## src/rtl/rrom_pkg.sv

```systemverilog
package rrom_pkg;

    localparam int unsigned ROM_ADDR_W = 13;
    localparam int unsigned ROM_DATA_W = 8;

    localparam logic [7:0] CODE_ASYNC_EN = 8'h00;
    localparam logic [7:0] CODE_SYNC_EN  = 8'h01;
    localparam logic [7:0] CODE_INIT_PIN = 8'h02;

    typedef enum logic [1:0] {
        OE_ASYNC    = 2'd0,
        OE_SYNC     = 2'd1,
        OE_FIXED_ON = 2'd2
    } oe_kind_e;

    typedef struct packed {
        logic clear;
        logic load;
    } load_ctrl_t;

    // Unknown codes fall back to the default asynchronous enable
    function automatic oe_kind_e decode_ctrl(input logic [7:0] code);
        case (code)
            CODE_SYNC_EN:  return OE_SYNC;
            CODE_INIT_PIN: return OE_FIXED_ON;
            default:       return OE_ASYNC;
        endcase
    endfunction

    // Data array contents: low byte of address mixed with the upper bits
    function automatic logic [31:0] array_word(input logic [31:0] a,
                                               input int unsigned dw,
                                               input logic [31:0] seed);
        logic [31:0] mask;
        logic [31:0] lo;
        logic [31:0] hi;
        mask = (32'd1 << dw) - 32'd1;
        lo   = a & mask;
        hi   = (a >> dw) << 3;
        return (lo ^ hi ^ seed) & mask;
    endfunction

    // Whole image: data array, then initialize byte, then control byte
    function automatic logic [31:0] image_word(input logic [31:0] a,
                                               input logic [31:0] depth,
                                               input int unsigned dw,
                                               input logic [31:0] seed,
                                               input logic [31:0] init_b,
                                               input logic [31:0] ctrl_b);
        if (a == depth)
            return init_b;
        if (a == depth + 32'd1)
            return ctrl_b;
        return array_word(a, dw, seed);
    endfunction

endpackage

```

## src/rtl/rrom_array.sv

```systemverilog
module rrom_array
    import rrom_pkg::*;
#(
    parameter int unsigned LOC_W     = 14,
    parameter int unsigned DATA_W    = 8,
    parameter int unsigned DEPTH     = 8192,
    parameter logic [31:0] SEED      = 32'hA5,
    parameter logic [31:0] INIT_BYTE = 32'h3C,
    parameter logic [31:0] CTRL_BYTE = 32'h00
) (
    input  logic [LOC_W-1:0]  loc,
    output logic [DATA_W-1:0] word
);

    logic [31:0] raw;

    always_comb begin
        raw  = image_word(32'(loc), DEPTH, DATA_W, SEED, INIT_BYTE, CTRL_BYTE);
        word = raw[DATA_W-1:0];
    end

endmodule

```

## src/rtl/rrom_pipe.sv

```systemverilog
module rrom_pipe
    import rrom_pkg::*;
#(
    parameter int unsigned       DATA_W   = 8,
    parameter logic [DATA_W-1:0] INIT_VAL = '0
) (
    input  logic              clk,
    input  logic              init_n,
    input  load_ctrl_t        ctl,
    input  logic [DATA_W-1:0] d,
    output logic [DATA_W-1:0] q
);

    // Initialize wins over the clock and holds the register while low
    always_ff @(posedge clk or negedge init_n) begin
        if (!init_n)
            q <= INIT_VAL;
        else if (ctl.clear)
            q <= '0;
        else if (ctl.load)
            q <= d;
    end

endmodule

```

## src/rtl/rrom_oe.sv

```systemverilog
module rrom_oe
    import rrom_pkg::*;
#(
    parameter oe_kind_e KIND = OE_ASYNC
) (
    input  logic clk,
    input  logic rst,
    input  logic en_n,
    output logic oe
);

    logic oe_q;

    always_ff @(posedge clk) begin
        if (rst)
            oe_q <= 1'b0;
        else
            oe_q <= ~en_n;
    end

    always_comb begin
        case (KIND)
            OE_SYNC:     oe = oe_q;
            OE_FIXED_ON: oe = 1'b1;
            default:     oe = ~en_n;
        endcase
    end

endmodule

```

## src/rtl/reg_init_rom.sv

```systemverilog
module reg_init_rom
    import rrom_pkg::*;
#(
    parameter int unsigned       ADDR_W    = ROM_ADDR_W,
    parameter int unsigned       DATA_W    = ROM_DATA_W,
    parameter logic [DATA_W-1:0] SEED      = 8'hA5,
    parameter logic [DATA_W-1:0] INIT_BYTE = 8'h3C,
    parameter logic [7:0]        CTRL_BYTE = CODE_ASYNC_EN
) (
    input  logic              clk,
    input  logic              rst,
    input  logic [ADDR_W-1:0] addr,
    input  logic              mode_sel,
    input  logic              init_n,
    input  logic              en_n,
    output logic [DATA_W-1:0] dout,
    output logic              oe
);

    localparam int unsigned LOC_W    = ADDR_W + 1;
    localparam int unsigned DEPTH    = 1 << ADDR_W;
    localparam logic [31:0] INIT_LOC = 32'(DEPTH);
    localparam logic [31:0] CTRL_LOC = 32'(DEPTH) + 32'd1;
    localparam logic [DATA_W-1:0] INIT_VAL =
        DATA_W'(image_word(INIT_LOC, 32'(DEPTH), DATA_W, 32'(SEED),
                           32'(INIT_BYTE), 32'(CTRL_BYTE)));
    localparam logic [7:0] CTRL_VAL =
        8'(image_word(CTRL_LOC, 32'(DEPTH), DATA_W, 32'(SEED),
                      32'(INIT_BYTE), 32'(CTRL_BYTE)));
    localparam oe_kind_e OE_KIND = decode_ctrl(CTRL_VAL);

    logic [DATA_W-1:0] rd_word;
    load_ctrl_t        ctl;

    rrom_array #(
        .LOC_W    (LOC_W),
        .DATA_W   (DATA_W),
        .DEPTH    (DEPTH),
        .SEED     (32'(SEED)),
        .INIT_BYTE(32'(INIT_BYTE)),
        .CTRL_BYTE(32'(CTRL_BYTE))
    ) u_array (
        .loc (LOC_W'(addr)),
        .word(rd_word)
    );

    always_comb begin
        ctl.clear = rst;
        ctl.load  = ~mode_sel;
    end

    rrom_pipe #(
        .DATA_W  (DATA_W),
        .INIT_VAL(INIT_VAL)
    ) u_pipe (
        .clk   (clk),
        .init_n(init_n),
        .ctl   (ctl),
        .d     (rd_word),
        .q     (dout)
    );

    rrom_oe #(
        .KIND(OE_KIND)
    ) u_oe (
        .clk (clk),
        .rst (rst),
        .en_n(en_n),
        .oe  (oe)
    );

endmodule

```

## config.mk

```make
export PLATFORM = sky130hd
export DESIGN_NAME = reg_init_rom
export DESIGN_NICKNAME = d
export VERILOG_FILES = /design/src/rtl/rrom_pkg.sv /design/src/rtl/rrom_array.sv /design/src/rtl/rrom_pipe.sv /design/src/rtl/rrom_oe.sv /design/src/rtl/reg_init_rom.sv
export SDC_FILE = /design/constraint.sdc
export NUM_CORES = 1
export LEC_CHECK = 0
export BUFFER_PORTS_ARGS = -buffer_cell sky130_fd_sc_hd__buf_2
export CELL_PAD_IN_SITES_DETAIL_PLACEMENT = 1
export CELL_PAD_IN_SITES_GLOBAL_PLACEMENT = 1
export CORE_MARGIN = 2
export CORE_UTILIZATION = 30
export DETAILED_ROUTE_END_ITERATION = 16
export GPL_TIMING_DRIVEN = 0
export PLACE_DENSITY_LB_ADDON = 0.1
export REMOVE_ABC_BUFFERS = 1
export SKIP_LAST_GASP = 1
export SLEW_MARGIN = 30
export SYNTH_ARGS = -nofsm -noshare
export SYNTH_HDL_FRONTEND = slang
export SYNTH_SLANG_ARGS = --single-unit
```

## constraint.sdc

```tcl
create_clock -name clk -period 1.3 [get_ports clk]
set_clock_uncertainty 0.15 [all_clocks]
set_input_delay 0.065 -clock clk [delete_from_list [all_inputs] [get_ports clk]]
set_output_delay 0.065 -clock clk [all_outputs]
set_load 0.01 [all_outputs]
```

==> results of run 1 <==
metal layers:
metal | up-vias | share of wire [%] | global-route usage (%)
li1 | 191 | - | -
met1 | 187 | 40 | 15.9
met2 | 16 | 52 | 19.4
met3 | 2 | 7.2 | 4.26
met4 | 0 | 0.57 | 5.45
met5 | - | 0 | 0
layout make-up:
type	count	area, sq um
repair buffers	39	260
well taps	16	20.0
clock buffers	3	22.5
inverters	2	7.51
fillers	173	732
flip-flops and latches	8	205
multi-input cells	21	224
metrics by stage:
stage          hold WS [ns]  utilization [%]  std cells
5_1_grt              0.0128             50.3         89
3_3_place_gp         -0.232             39.9         73
3_5_place_dp         -0.229             39.9         73
6_report            0.00564             50.3         89
4_1_cts             0.00153             50.3         89
2_1_floorplan        -0.381                -         31
synthesized netlist by cell type (all sizes together):
master  number  area, sq um
a22o         2         17.5
dfstp        4          105
dfrtp        4          100
nor2         2         7.51
xnor2        5         43.8
mux2i        1         10.0
buf          2         22.5
a211oi       5         62.6
inv          2         7.50
nor2b        6         82.6
power groups by stage:
stage / Sequential, mW / Combinational, mW / Clock [mW]
after floorplan: 0.301 / 0.0612 / 0
after global placement: 0.292 / 0.136 / 0
after detailed placement: 0.293 / 0.137 / 0
after CTS: 0.289 / 0.167 / 0.202
after global routing: 0.291 / 0.180 / 0.210
final: 0.289 / 0.165 / 0.193
cells by family after synthesis:
group	after synthesis	synth area share, %
muxes	1	2.18
xor gates and xnor gates	5	9.54
AOI/OAI and AO/OA	7	17.4
and+or+nand+nor	8	19.6
DFF	8	44.7
buffers and inverters	4	6.54
path summary, 6_finish.rpt:
kind                                to  slack (ns)  cells after the start
max reg2reg                u_pipe.q[4]        0.28                      2
min in group asynchronous  u_pipe.q[1]        0.03                      2
max in group asynchronous  u_pipe.q[3]        0.73                      2
min                        u_pipe.q[5]       0.006                      3
min reg2reg                u_pipe.q[7]        0.36                      1
max                            dout[4]        0.15                      1
==> metrics.yaml, run 1 <==
min_path:
  hold_start: "addr[5]"
  hold_class: "input port to register"
grt:
  grt_pass1_vias: 396
  grt_usage_pct: 12.6
  antenna_found_initial: 0
  grt_max_degree: 10
  gr-total-overflow: 0
  grt_pass1_wl_microns: 1700
timing:
  rsz0062_at_grt: "no"
  drv_slew: 0
  report.final.hold_viol_count: 0
  worst_slack_ns: 0.146
  tightest_slew_ns: 0.228
  relSlewSlack_pct: 84.8
  period_needed_ns: 1.15
  setup_viol_count_final: 0
  max_freq_mhz: 867
  setup_tns_ns: 0
  period_share_pct: 88.7
cts:
  cts_tree: "built"
  cts_buffers: 3
  cts_root_buffer: "clkbuf_4"
  htreeDepth: 1
  ctsLongestPathBuffers: 2
  post_cts_resized: 0
  hold_buffers: 13
  cts_setup_buffers: 0
  path_clk_slew_ns: 0.06
  cts_num_sinks: 8
  insertion_delay_ns: 0.25
power_and_ir_drop:
  clockPowerShare_pct: 29.8
  power_uw: 646
  p_switching_uw: 168
  p_int_uw: 478
  vdd_drop_max_mv: 0.427
  leakagePower_nw: 0.366
  pwr_density_cell_nw_per_um2: 874
  p_sw_share_pct: 26.1
  power_frac_comb_pct: 25.5
  p_seq_share_pct: 44.7
floorplan:
  pin_count: 27
  row_count: 14
  initial_core_util_pct: 31.2
  dieArea_sq_um: 1860
  die_x_microns: 43.1
  coreArea_sq_um: 1470
  die_h_microns: 43.1
logic_synthesis:
  yosysWarnings: 0
  synth_seq_cells: 8
  syn_avg_cell_area_sq_um: 13.9
  ys_seq_area_share_pct: 44.7
  synth_area_sq_um: 459
  synth_cell_types: 11
  syn_inst: 33
critical_path:
  cp_slowest_cell: "dfstp_2"
  crit_family: "flip-flops"
  endpoint_kind: "output port"
  path_buf_inv: 1
  reg2reg_from: "u_pipe.q[4]"
  critical_path_class: "register to output port"
  path_cells: "buf_2"
  required_ns: 1.09
  critical_path_arrival_ns: 0.94
  cp_max_fo: 2
  slowest_delay_ns: 0.56
  crit_path_start: "u_pipe.q[4]"
  start_kind: "register"
place:
  placed_area_sq_um: 587
  post-place-ws_ns: 0.285
  io_buffers: 26
  place_congestion: 0.587
  place_hpwl_microns: 747
layout:
  mostFrequentLayoutCell: "buf_2"
  layout_common_cells: "buf_2 (26), dlygate4sd3_1 (13), nor2b_4 (6)"
  reg_top3: "u_pipe.q (8)"
  syn_to_final_growth_pct: 61.0
  drive_above_1_share_pct: 61.6
  num_antenna_cells: 0
  largest_register: "u_pipe.q"
  final_area_sq_um: 739
  largest_register_ffs: 8
  fin_nets: 93
route:
  wirelength_microns: 1050
  drtAntennaViolNets: 0
  firstDrtPassIters: 1
  wire_per_inst_microns: 11.8
  route.detailed.drc: 0
  viasPerCell: 4.45
  drtIter0Drc: 0
  vias: 396
job:
  maxCapViolCount: 0
status:
  status: "finished, final reports clean"
Power figures use the tool's default switching activity.
==> inputs of run 2 (changes only) <==
--- a/config.mk
+++ b/config.mk
@@ -5,7 +5,7 @@
 export SDC_FILE = /design/constraint.sdc
 export NUM_CORES = 1
 export LEC_CHECK = 0
-export BUFFER_PORTS_ARGS = -buffer_cell sky130_fd_sc_hd__buf_2
+export BUFFER_PORTS_ARGS = -buffer_cell sky130_fd_sc_hd__clkbuf_2
 export CELL_PAD_IN_SITES_DETAIL_PLACEMENT = 1
 export CELL_PAD_IN_SITES_GLOBAL_PLACEMENT = 1
 export CORE_MARGIN = 2
==> run 2 against run 1 <==
  * Sequential share of layout area rose by 0.77 points
  * Register-to-register slack barely moved
  * Wire length rose by 2.4%
  * Combinational power barely moved
==> metrics.yaml, run 2 (synthesis gave the netlist of run 1 again) <==
status:
  status: "finished, final reports clean"
place:
  io_buffers: 26
  place_hpwl_microns: 760
  place_congestion: 0.587
route:
  drtIter0Drc: 1
  vias: 392
  firstDrtPassIters: 3
  wire_per_inst_microns: 12.4
  drtAntennaViolNets: 0
  route.detailed.drc: 0
  viasPerCell: 4.51
  wirelength_microns: 1080
floorplan:
  pin_count: 27
  die_x_microns: 43.1
  die_h_microns: 43.1
  initial_core_util_pct: 31.2
  dieArea_sq_um: 1860
  row_count: 14
  coreArea_sq_um: 1470
critical_path:
  path_buf_inv: 1
  crit_cells: 1
  crit_path_start: "u_pipe.q[4]"
  regToRegSetupSlack_ns: 0.28
  cp_slowest_cell: "dfstp_2"
  critical_path_arrival_ns: 0.94
  required_ns: 1.09
  crit_path_end: "dout[4]"
  critical_path_class: "register to output port"
  cp_max_fo: 2
  r2r_cells: 2
  worst_r2r_endpoint: "u_pipe.q[4]"
  crit_family: "flip-flops"
  reg2reg_from: "u_pipe.q[4]"
  endpoint_kind: "output port"
  path_cells: "clkbuf_2"
  slowest_delay_ns: 0.56
  start_kind: "register"
timing:
  relSlewSlack_pct: 83.1
  period_needed_ns: 1.16
  setup_tns_ns: 0
  fin_hold_ws_ns: 0.00692
  setup_viol_count_final: 0
  drv_slew: 0
  rsz0062_at_grt: "no"
  period_share_pct: 88.9
  max_freq_mhz: 865
  tightest_slew_ns: 0.254
  report.final.hold_viol_count: 0
cts:
  htreeDepth: 1
  post_cts_resized: 0
  cts_num_sinks: 8
  cts_buffers: 3
  cts_root_buffer: "clkbuf_4"
  ctsLongestPathBuffers: 2
  cts_setup_buffers: 0
  cts_tree: "built"
  path_clk_slew_ns: 0.05
  hold_buffers: 11
  insertion_delay_ns: 0.25
grt:
  grt_usage_pct: 13.2
  antenna_found_initial: 0
  grt_max_degree: 10
  grt_pass1_vias: 428
  gr-total-overflow: 0
  grt_pass1_wl_microns: 1780
layout:
  mostFrequentLayoutCell: "clkbuf_2"
  reg_top3: "u_pipe.q (8)"
  num_antenna_cells: 0
  syn_to_final_growth_pct: 56.7
  drive_above_1_share_pct: 63.4
  layout_common_cells: "clkbuf_2 (26), dlygate4sd3_1 (11), nor2b_4 (6)"
  fin_nets: 91
  largest_register: "u_pipe.q"
  largest_register_ffs: 8
power_and_ir_drop:
  leakagePower_nw: 0.358
  vdd_drop_max_mv: 0.518
  pwr_density_cell_nw_per_um2: 887
  power_uw: 638
job:
  maxCapViolCount: 0
min_path:
  hold_class: "input port to register"
run 2: layout make-up:
class | count | area [sq um]
Multi-Input combinational cell | 21 | 224
Fill cell | 174 | 752
Inverter | 2 | 7.51
Tap cell | 16 | 20.0
Sequential cell | 8 | 205
Timing Repair Buffer | 37 | 240
Clock buffer | 3 | 22.5
run 2: worst min-delay path: stages:
cell and delay (ns):
clkbuf_2 0.08, xnor2_1 0.11, a22o_1 0.11
run 2: how the worst min path moves through the flow:
stage          cells after the start    start     endpoint  slack, ns
2_1_floorplan                      0   init_n  u_pipe.q[0]      -0.38
3_3_place_gp                       1   init_n  u_pipe.q[1]      -0.23
3_5_place_dp                       1   init_n  u_pipe.q[1]      -0.22
4_1_cts                            3  addr[7]  u_pipe.q[7]      0.001
5_1_grt                            3  addr[5]  u_pipe.q[5]       0.01
6_report                           3  addr[7]  u_pipe.q[7]      0.007
run 2: metal layers:
layer	routed length, microns	GRT usage, %	vias up
li1	-	-	189
met1	427	15.0	187
met2	583	21.8	16
met3	68	5.11	0
met4	0	5.45	0
met5	0	0	-
run 2: power by group:
part | switching (mW) | total, mW | leakage [nW] | internal, mW
logic | 0.0677 | 0.162 | 0.250 | 0.0938
registers | 0.0149 | 0.289 | 0.0942 | 0.274
clock network | 0.0822 | 0.188 | 0.0138 | 0.106
run 2: through the flow:
| stage | utilization [%] | setup slack (ns) | instances | instance area, sq um |
|---|---|---|---|---|
| 3_3_place_gp | 39.9 | 0.301 | 73 | 587 |
| 2_1_floorplan | - | 0.300 | 31 | 437 |
| 5_1_grt | 48.9 | 0.0972 | 87 | 719 |
| 3_5_place_dp | 39.9 | 0.285 | 73 | 587 |
| 4_1_cts | 48.9 | 0.129 | 87 | 719 |
| 6_report | 48.9 | 0.145 | 87 | 719 |
==> inputs of run 3 (changes only) <==
--- a/config.mk
+++ b/config.mk
@@ -5,12 +5,12 @@
 export SDC_FILE = /design/constraint.sdc
 export NUM_CORES = 1
 export LEC_CHECK = 0
-export BUFFER_PORTS_ARGS = -buffer_cell sky130_fd_sc_hd__clkbuf_2
 export CELL_PAD_IN_SITES_DETAIL_PLACEMENT = 1
 export CELL_PAD_IN_SITES_GLOBAL_PLACEMENT = 1
-export CORE_MARGIN = 2
-export CORE_UTILIZATION = 30
+export CORE_AREA = 2 2 39 41
 export DETAILED_ROUTE_END_ITERATION = 16
+export DIE_AREA = 0 0 41 43
+export DONT_BUFFER_PORTS = 1
 export GPL_TIMING_DRIVEN = 0
 export PLACE_DENSITY_LB_ADDON = 0.1
 export REMOVE_ABC_BUFFERS = 1
==> run 3 against run 2 <==
  * The run now ends with hold timing left
  * Worst hold slack lost 0.010 ns
  * Design area shrank 11%
  * Critical path depth grew 2
  * Clock power grew 14%
  * Critical path type is now input port to register
  * Largest cell class is now multi-input combinational cells
==> metrics.yaml, run 3 (synthesis gave the netlist of run 1 again) <==
status:
  status: "complete, but fails checks"
  violations: "hold timing"
power_and_ir_drop:
  clockPowerShare_pct: 33.8
  power_uw: 637
  leakagePower_nw: 0.270
  pwr_density_cell_nw_per_um2: 990
  vdd_drop_max_mv: 0.528
  p_seq_share_pct: 47.2
  p_sw_share_pct: 26.7
  p_int_uw: 467
  p_switching_uw: 170
  power_frac_comb_pct: 19.0
critical_path:
  start_kind: "input port"
  regToRegSetupSlack_ns: 0.26
  critical_path_arrival_ns: 1.21
  required_ns: 1.29
  cp_max_fo: 8
  critical_path_class: "input port to register"
  endpoint_kind: "register"
route:
  viasPerCell: 4.78
  route.detailed.drc: 0
  drtIter0Drc: 3
  drtAntennaViolNets: 0
  vias: 320
  firstDrtPassIters: 2
  wirelength_microns: 929
  wire_per_inst_microns: 13.9
layout:
  drive_above_1_share_pct: 37.3
  fin_util_pct: 46.5
  largest_register: "u_pipe.q"
  num_antenna_cells: 0
  layout_common_cells: "dlygate4sd3_1 (16), nor2b_4 (6), a211oi_2 (5), xnor2_1 (5)"
  largest_register_ffs: 8
  mostFrequentLayoutCell: "dlygate4sd3_1"
  reg_top3: "u_pipe.q (8)"
  fin_nets: 70
  fillCellCount: 145
  syn_to_final_growth_pct: 40.1
  final_area_sq_um: 643
grt:
  grt_max_degree: 10
  grt_pass1_vias: 351
  gr-total-overflow: 0
  grt_usage_pct: 13.1
  antenna_found_initial: 0
  grt_pass1_wl_microns: 1410
cts:
  path_clk_slew_ns: 0.06
  ctsLongestPathBuffers: 2
  cts_buffers: 3
  insertion_delay_ns: 0.27
  htreeDepth: 1
  cts_setup_buffers: 0
  cts_root_buffer: "clkbuf_4"
  cts_tree: "built"
  cts_num_sinks: 8
min_path:
  hold_class: "input port to asynchronous set/reset pin"
place:
  placed_area_sq_um: 457
  place_congestion: 0.544
  io_buffers: 0
  place_hpwl_microns: 654
floorplan:
  dieArea_sq_um: 1760
  die_x_microns: 41
  initial_core_util_pct: 33.2
  coreArea_sq_um: 1380
  die_h_microns: 43
  pin_count: 27
  row_count: 14
timing:
  drv_slew: 0
  rsz0062_at_grt: "no"
  setup_tns_ns: 0
  relSlewSlack_pct: 71.2
  period_needed_ns: 1.21
  setup_viol_count_final: 0
  period_share_pct: 93.4
  report.final.hold_viol_count: 3
  max_freq_mhz: 824
  tightest_slew_ns: 0.430
  fin_hold_ws_ns: -0.00342
job:
  maxCapViolCount: 0
[run 3: repair_timing]
item	in CTS	in global routing
gates resized for setup	0	0
endpoints found under the hold margin	16	0
hold buffers	16	0
[run 3: cell type report]
class                   instances  area (sq um)  share of cell area, %
inverters                       2          7.51                   1.17
multi-input cells              21           224                   34.8
repair buffers                 16           160                   24.9
flip-flops and latches          8           205                   31.9
well taps                      16          20.0                   3.11
clock buffers                   4          26.3                   4.09
[run 3: worst max-delay path, stage by stage]
cell,delay [ns]
dlygate4sd3_1,0.80
nor2_1,0.12
a22o_1,0.21
[run 3: final timing paths]
check | from | to | cells past startpoint
min | init_n | u_pipe.q[0] | 1
max | rst | u_pipe.q[7] | 3
min in group clk | en_n | oe | 1
max reg2reg | u_pipe.q[3] | u_pipe.q[3] | 2
min reg2reg | u_pipe.q[4] | u_pipe.q[4] | 2
max in group asynchronous | init_n | u_pipe.q[5] | 1
[run 3: through the flow]
| stage | instances | setup WS (ns) |
|---|---|---|
| 6_report | 67 | 0.0862 |
| 5_1_grt | 67 | 0.0415 |
| 4_1_cts | 67 | 0.0775 |
| 3_5_place_dp | 47 | 0.262 |
| 3_3_place_gp | 47 | 0.281 |
| 2_1_floorplan | 31 | 0.300 |
[run 3: power groups by stage]
stage	Sequential, mW	Clock (mW)	Combinational (mW)
2_1_floorplan	0.301	0	0.0612
3_3_place_gp	0.304	0	0.0646
3_5_place_dp	0.305	0	0.0673
4_1_cts	0.302	0.228	0.123
5_1_grt	0.303	0.246	0.132
6_report	0.301	0.215	0.121
[run 3: metal layers]
layer  vias to the layer above  part of all wire [%]  GRT usage, %
li1                        147                     -             -
met1                       156                    37          12.3
met2                        15                    52          20.0
met3                         2                   8.5          5.24
met4                         0                   2.4          12.0
met5                         -                     0             0
